<file path="src/rtl/bpe_pkg.sv">
package bpe_pkg;

    // Part the bridge plays in the current data phase on one bus.
    typedef enum logic [1:0] {
        XK_OTHER      = 2'd0,
        XK_TGT_WR_PST = 2'd1,
        XK_TGT_WR_DLY = 2'd2,
        XK_INI_RD     = 2'd3
    } xfer_kind_e;

    // Registered state of one relay flag.
    typedef struct packed {
        logic pend;
    } relay_st_t;

    localparam int unsigned NUM_BUS = 2;
    localparam int unsigned BUS_PRI = 0;
    localparam int unsigned BUS_SEC = 1;

endpackage

</file>
<file path="src/rtl/bpe_relay_flag.sv">
module bpe_relay_flag
    import bpe_pkg::*;
(
    input  logic clk,
    input  logic rst_n,
    input  logic far_obs_i,
    input  logic far_perr_n_i,
    input  logic consume_i,
    output logic pend_o
);

    relay_st_t st_d, st_q;
    logic      set_w;

    always_comb begin
        set_w = far_obs_i && !far_perr_n_i;
        st_d  = st_q;
        if (consume_i) begin
            st_d.pend = 1'b0;
        end
        if (set_w) begin
            st_d.pend = 1'b1;
        end
    end

    always_ff @(posedge clk or negedge rst_n) begin
        if (!rst_n) begin
            st_q <= '0;
        end else begin
            st_q <= st_d;
        end
    end

    assign pend_o = st_q.pend;

    AST_RELAY_DROP: assert property (@(posedge clk) disable iff (!rst_n)
        (consume_i && !set_w) |=> !pend_o);

    AST_RELAY_KEEP: assert property (@(posedge clk) disable iff (!rst_n)
        (pend_o && !consume_i) |=> pend_o);

endmodule

</file>
<file path="src/rtl/bpe_qualify.sv">
module bpe_qualify
    import bpe_pkg::*;
(
    input  logic       clk,
    input  logic       rst_n,
    input  logic       dvld_i,
    input  logic [1:0] kind_i,
    input  logic       par_bad_i,
    input  logic       pend_i,
    input  logic       en_i,
    output logic       fire_o,
    output logic       consume_o
);

    xfer_kind_e kind_w;
    logic       role_ok_w;
    logic       local_w;
    logic       relay_w;

    always_comb begin
        kind_w    = xfer_kind_e'(kind_i);
        role_ok_w = (kind_w == XK_TGT_WR_PST) || (kind_w == XK_TGT_WR_DLY) ||
                    (kind_w == XK_INI_RD);
        consume_o = dvld_i && (kind_w == XK_TGT_WR_DLY);
        local_w   = dvld_i && role_ok_w && par_bad_i;
        relay_w   = consume_o && pend_i;
        fire_o    = en_i && (local_w || relay_w);
    end

    AST_EN_MASK: assert property (@(posedge clk) disable iff (!rst_n)
        !en_i |-> !fire_o);

    AST_ROLE_GATE: assert property (@(posedge clk) disable iff (!rst_n)
        (kind_i == 2'd0) |-> !fire_o);

endmodule

</file>
<file path="src/rtl/bpe_delay_line.sv">
module bpe_delay_line #(
    parameter int unsigned LAT = 2
) (
    input  logic clk,
    input  logic rst_n,
    input  logic fire_i,
    output logic out_n_o
);

    typedef struct packed {
        logic [LAT-1:0] pipe;
    } line_st_t;

    line_st_t st_d, st_q;

    generate
        if (LAT == 1) begin : g_single
            always_comb begin
                st_d      = st_q;
                st_d.pipe = fire_i;
            end
        end else begin : g_shift
            always_comb begin
                st_d      = st_q;
                st_d.pipe = {st_q.pipe[LAT-2:0], fire_i};
            end
        end
    endgenerate

    always_ff @(posedge clk or negedge rst_n) begin
        if (!rst_n) begin
            st_q <= '0;
        end else begin
            st_q <= st_d;
        end
    end

    assign out_n_o = !st_q.pipe[LAT-1];

endmodule

</file>
<file path="src/rtl/bpe_perr_unit.sv">
module bpe_perr_unit
    import bpe_pkg::*;
#(
    parameter int unsigned PERR_LAT = 2
) (
    input  logic       clk,
    input  logic       rst_n,
    input  logic       pri_rsp_en,
    input  logic       sec_rsp_en,
    input  logic       pri_dvld,
    input  logic [1:0] pri_kind,
    input  logic       pri_par_bad,
    input  logic       sec_dvld,
    input  logic [1:0] sec_kind,
    input  logic       sec_par_bad,
    input  logic       pri_dwc_obs,
    input  logic       pri_dwc_perr_n,
    input  logic       sec_dwc_obs,
    input  logic       sec_dwc_perr_n,
    output logic       pri_perr_n,
    output logic       sec_perr_n
);

    logic [NUM_BUS-1:0]      en_w, dvld_w, bad_w, obs_w, fperr_n_w;
    logic [NUM_BUS-1:0][1:0] kind_w;
    logic [NUM_BUS-1:0]      pend_w, fire_w, consume_w, out_n_w;

    always_comb begin
        en_w[BUS_PRI]      = pri_rsp_en;
        en_w[BUS_SEC]      = sec_rsp_en;
        dvld_w[BUS_PRI]    = pri_dvld;
        dvld_w[BUS_SEC]    = sec_dvld;
        kind_w[BUS_PRI]    = pri_kind;
        kind_w[BUS_SEC]    = sec_kind;
        bad_w[BUS_PRI]     = pri_par_bad;
        bad_w[BUS_SEC]     = sec_par_bad;
        obs_w[BUS_PRI]     = pri_dwc_obs;
        obs_w[BUS_SEC]     = sec_dwc_obs;
        fperr_n_w[BUS_PRI] = pri_dwc_perr_n;
        fperr_n_w[BUS_SEC] = sec_dwc_perr_n;
    end

    // One reporting lane per bus; each lane's relay flag listens to the other bus.
    for (genvar b = 0; b < NUM_BUS; b++) begin : g_lane
        localparam int unsigned FAR = NUM_BUS - 1 - b;

        bpe_relay_flag u_relay (
            .clk          (clk),
            .rst_n        (rst_n),
            .far_obs_i    (obs_w[FAR]),
            .far_perr_n_i (fperr_n_w[FAR]),
            .consume_i    (consume_w[b]),
            .pend_o       (pend_w[b])
        );

        bpe_qualify u_qual (
            .clk       (clk),
            .rst_n     (rst_n),
            .dvld_i    (dvld_w[b]),
            .kind_i    (kind_w[b]),
            .par_bad_i (bad_w[b]),
            .pend_i    (pend_w[b]),
            .en_i      (en_w[b]),
            .fire_o    (fire_w[b]),
            .consume_o (consume_w[b])
        );

        bpe_delay_line #(.LAT(PERR_LAT)) u_line (
            .clk     (clk),
            .rst_n   (rst_n),
            .fire_i  (fire_w[b]),
            .out_n_o (out_n_w[b])
        );
    end

    assign pri_perr_n = out_n_w[BUS_PRI];
    assign sec_perr_n = out_n_w[BUS_SEC];

    AST_RST_IDLE: assert property (@(posedge clk) disable iff (!rst_n)
        !$past(rst_n) |-> (pri_perr_n && sec_perr_n));

    AST_RST_NO_PEND: assert property (@(posedge clk) disable iff (!rst_n)
        !$past(rst_n) |-> (pend_w == '0));

endmodule

</file>
<file path="config.mk">
export PLATFORM = sky130hd
export DESIGN_NAME = bpe_perr_unit
export DESIGN_NICKNAME = d
export VERILOG_FILES = /design/src/rtl/bpe_pkg.sv /design/src/rtl/bpe_relay_flag.sv /design/src/rtl/bpe_qualify.sv /design/src/rtl/bpe_delay_line.sv /design/src/rtl/bpe_perr_unit.sv
export SDC_FILE = /design/constraint.sdc
export NUM_CORES = 1
export LEC_CHECK = 0
export ABC_AREA = 1
export BUFFER_PORTS_ARGS = -buffer_cell sky130_fd_sc_hd__buf_2
export CORE_AREA = 2 2 39 41
export DETAILED_ROUTE_END_ITERATION = 16
export DIE_AREA = 0 0 41 43
export HOLD_SLACK_MARGIN = 0.02
export PLACE_DENSITY_LB_ADDON = 0.2
export SYNTH_ARGS = -nofsm -noshare
export SYNTH_HDL_FRONTEND = slang
export SYNTH_SLANG_ARGS = --single-unit
</file>
<file path="constraint.sdc">
create_clock -name clk -period 1.6 [get_ports clk]
set_clock_uncertainty 0.1 [all_clocks]
set_input_delay 0.4 -clock clk [delete_from_list [all_inputs] [get_ports clk]]
set_output_delay 0.4 -clock clk [all_outputs]
set_load 0.01 [all_outputs]
</file>
### After elaboration in Yosys (flattened, before gate mapping)

Cells that the tools add are included.

* ROM bits: 0
* RAM bits: 0
* register bits: 6
* bits in latches: 0
* input port bits: 16
* memories kept: 0

* add/subtract/negate cells: 0
* equality and inequality tests: 6
* bitwise logic cells: 0
* $lt $le $gt $ge: 0
* reduce and logical (&&, ||, !) cells: 24
* div/mod/pow operators: 0
* shift-type cells: 0
* multiplexer cells: 4
* multiply operators: 0

Operators by type and width (number)
* logical AND 1 bit: 12
* equality test 2 bit (second input constant): 4
* logical OR 1 bit: 6
* equality test 2 x 1 -> 1 bit (second input constant): 2
* logical NOT 1 bit: 4
* 2-to-1 mux 1 bit: 4
* nonzero test 2 bit: 2

### Logic depth before layout (Yosys ltp)

* depth in word-level cells: 7
* depth in mapped cells: 4
* gate-level depth less buffers: 4

### By module

From an unflattened synthesis, not the netlist that was laid out.

* cells, all modules: 40
* area total of the unflattened synthesis: 292.8 um^2

By module, submodules not included
* bpe_delay_line: cells an instance 3, area each 53.8 um^2, times used 2, sequential area each 50.0 um^2
* bpe_qualify: cells an instance 11, area each 48.8 um^2, times used 2, sequential area each 0.0 um^2
* bpe_relay_flag: cells an instance 6, area each 43.8 um^2, times used 2, sequential area each 25.0 um^2

### Least setup slack after synthesis

OpenSTA, ideal clock, no wires.

* path type: register -> output
* start: register g_lane[0].u_line.st_q[1] (netlist name)
* end: output port pri_perr_n
* buffers on the path: 0
* path slack: 0.682 ns
* stages on the path, launching flop included: 2
* required time: 1.100 ns
* data arrival time: 0.418 ns
* path through: dfrtp_1 inv_1

* longest elaborated chain between the ends: 1

RTL lines
* from (decl): line bpe_delay_line.sv:14 `line_st_t st_d, st_q;`
* from (signal assigned): line bpe_delay_line.sv:34 `st_q <= st_d;`
* logical NOT 1 bit: line bpe_delay_line.sv:38 `assign out_n_o = !st_q.pipe[LAT-1];`
* to (decl): line bpe_perr_unit.sv:20 `output logic pri_perr_n,`

No other way between the ends.

### Final worst setup path

Same ends and word-level chain as after synthesis.

==> qor.csv <==
metric,value,unit
layout cells sized above 1,0.400,
initial antenna violation count,0,
Bufs on Longest Clock Path,2,
vias in the first global route,231,
hold buffers post-CTS,1,
fin crit period,1250,ps
worst path arrival time,750,ps
iteration-0 DRC count of the detailed router,1,
Crit Path Max Fanout,1,
via count,274,
Die ar.,1760,um2
hpwl dp,417,um
gr usage total,0.0734,
first-pass GRT wire length,800,um
Leak,0.249,nW
clock sink count,6,
Skew-Pair Late Insertion Delay,240,ps
unrepaired setup endpoints after global routing,false,
worst path bufs/invs,2,
most frequent cells in the layout,"17 x buf_2, 12 x inv_1, 8 x nand2_1",
Setup Viol. Count Final,0,
CP Cell Sequence,"inv_1, buf_2",
core box area,1380,um2
post-cts resize count,0,
fin nets,73,
Slew HR,0.918,
Worst Setup Path Type,reg -> out,
count of cell types in the netlist,7,
grt ovf,0,
antenna cells,0,
Initial Utilization,0.199,
gp weighted congestion,0.684,
total I/O pin count,18,
Remaining DRCs,0,
worst slew pin tran,122,ps
WL/cell,6.93,um
flop-to-flop setup slack,860,ps
row cnt,14,
CTS buffer count,3,
synthesized area,275,um2
"commonest non-fill, non-tap cell in the layout",buf_2,
Pre-antenna DRT Iters,2,
"slowest stage delay, CP",350,ps
fin crit share,0.784,
Routed Antenna Nets,0,
Post-CTS Setup Bufs,0,
Hold Path Class,in -> reg,
CTS tree,yes,
PD cells,858,nW/um2
synthesis-to-finish area growth,50.0,%
DIE WIDTH,41,um
synth warn,0,
number of H-tree levels,1,
mean area per synthesized cell,8.10,um2
status,"finished, final reports clean",
CP endpoint kind,output pin,
largest net degree at the start of global routing,7,
hold path start,sec_dwc_perr_n,
Reg2Reg Launch Point,g_lane[0].u_relay.pend_o,
syn nets,50,
sequential cell area fraction in the yosys report,0.545,
die height,43,um
Slew Limit Fails,0,
CP Launch Type,register,
CP top delay family,flip-flops,
"Hold Vio Cnt, Final",0,
TNS Setup,0,ps
maximum vdd drop,0.317,mV
Avg Vias per Cell,3.86,
Post-Syn Instances,34,
Clk Tree Root Cell,clkbuf_4,
Critical Path Start,g_lane[0].u_line.st_q[1],
max-cap check violation count,0,
Total Wirelength,492,um
port buffer count,17,
WHS,232,ps
clk slew on worst S/H paths,50,ps
slowest cell on the critical path,dfrtp_1,
Max Clock Freq,0.798,GHz
worst path required time,1100,ps
synthesis-stage register bit count,6,
## final timing paths
kind / depth (start not counted) / to
worst max-delay path: 2 / pri_perr_n
worst min-delay path: 2 / g_lane[0].u_relay.pend_o
worst max register to register: 2 / g_lane[0].u_line.st_q[0]
worst min register to register: 0 / g_lane[1].u_line.st_q[1]
max in group asynchronous: 2 / g_lane[1].u_relay.pend_o
min in group asynchronous: 2 / g_lane[0].u_line.st_q[1]
## worst reg2reg max path: cells and delay by family (launching register included)
family	cells	cell delay, ps
flops	1	370
simple gates	1	100
compound gates	1	60
## per-layer routing
layer,track usage,routed length [um]
met1,0.0680,182
met2,0.106,254
met3,0.0942,55
met4,0,0
met5,0,0
## where the power goes
| group | switching, mW | internal (mW) |
|---|---|---|
| combinational | 0.0231 | 0.0254 |
| sequential | 0.00384 | 0.163 |
| clock | 0.0539 | 0.0848 |
| total | 0.0809 | 0.274 |
## sequential cells by signal, summed over array words and instances, names as in the netlist
name	flops
g_lane.u_relay.pend_o	2
g_lane.u_line.st_q	4
## cell families after synthesis
group	synth area share
AOI/OAI and AO/OA	0.100
buffers and inverters	0.164
DFF	0.545
and+or+nand+nor	0.191
## cell usage after synthesis (all sizes together)
cell / n / area, um2
inv: 12 / 45.0
nand2: 8 / 30.0
dfrtp: 6 / 150
a21oi: 2 / 17.5
nand3: 2 / 10.0
nand4: 2 / 12.5
o21ai: 2 / 10.0
## area by class of cell
cell class              count  area (um2)
flip-flops and latches      6         150
inverters                  12        45.0
repair buffers             18        95.1
fillers                   149         971
well taps                  16        20.0
clock buffers               3        22.5
multi-input cells          16        80.1
## through the flow
step,instance area [um2],power (mW),util,setup WS [ps],cells
4_1_cts,413,0.364,0.298,338,71
6_report,413,0.354,0.298,346,71
5_1_grt,413,0.387,0.298,282,71
2_1_floorplan,275,0.190,-,682,34
3_5_place_dp,380,0.218,0.275,603,67
3_3_place_gp,380,0.217,0.275,611,67
Note: power is estimated with default switching activity, not from simulation.
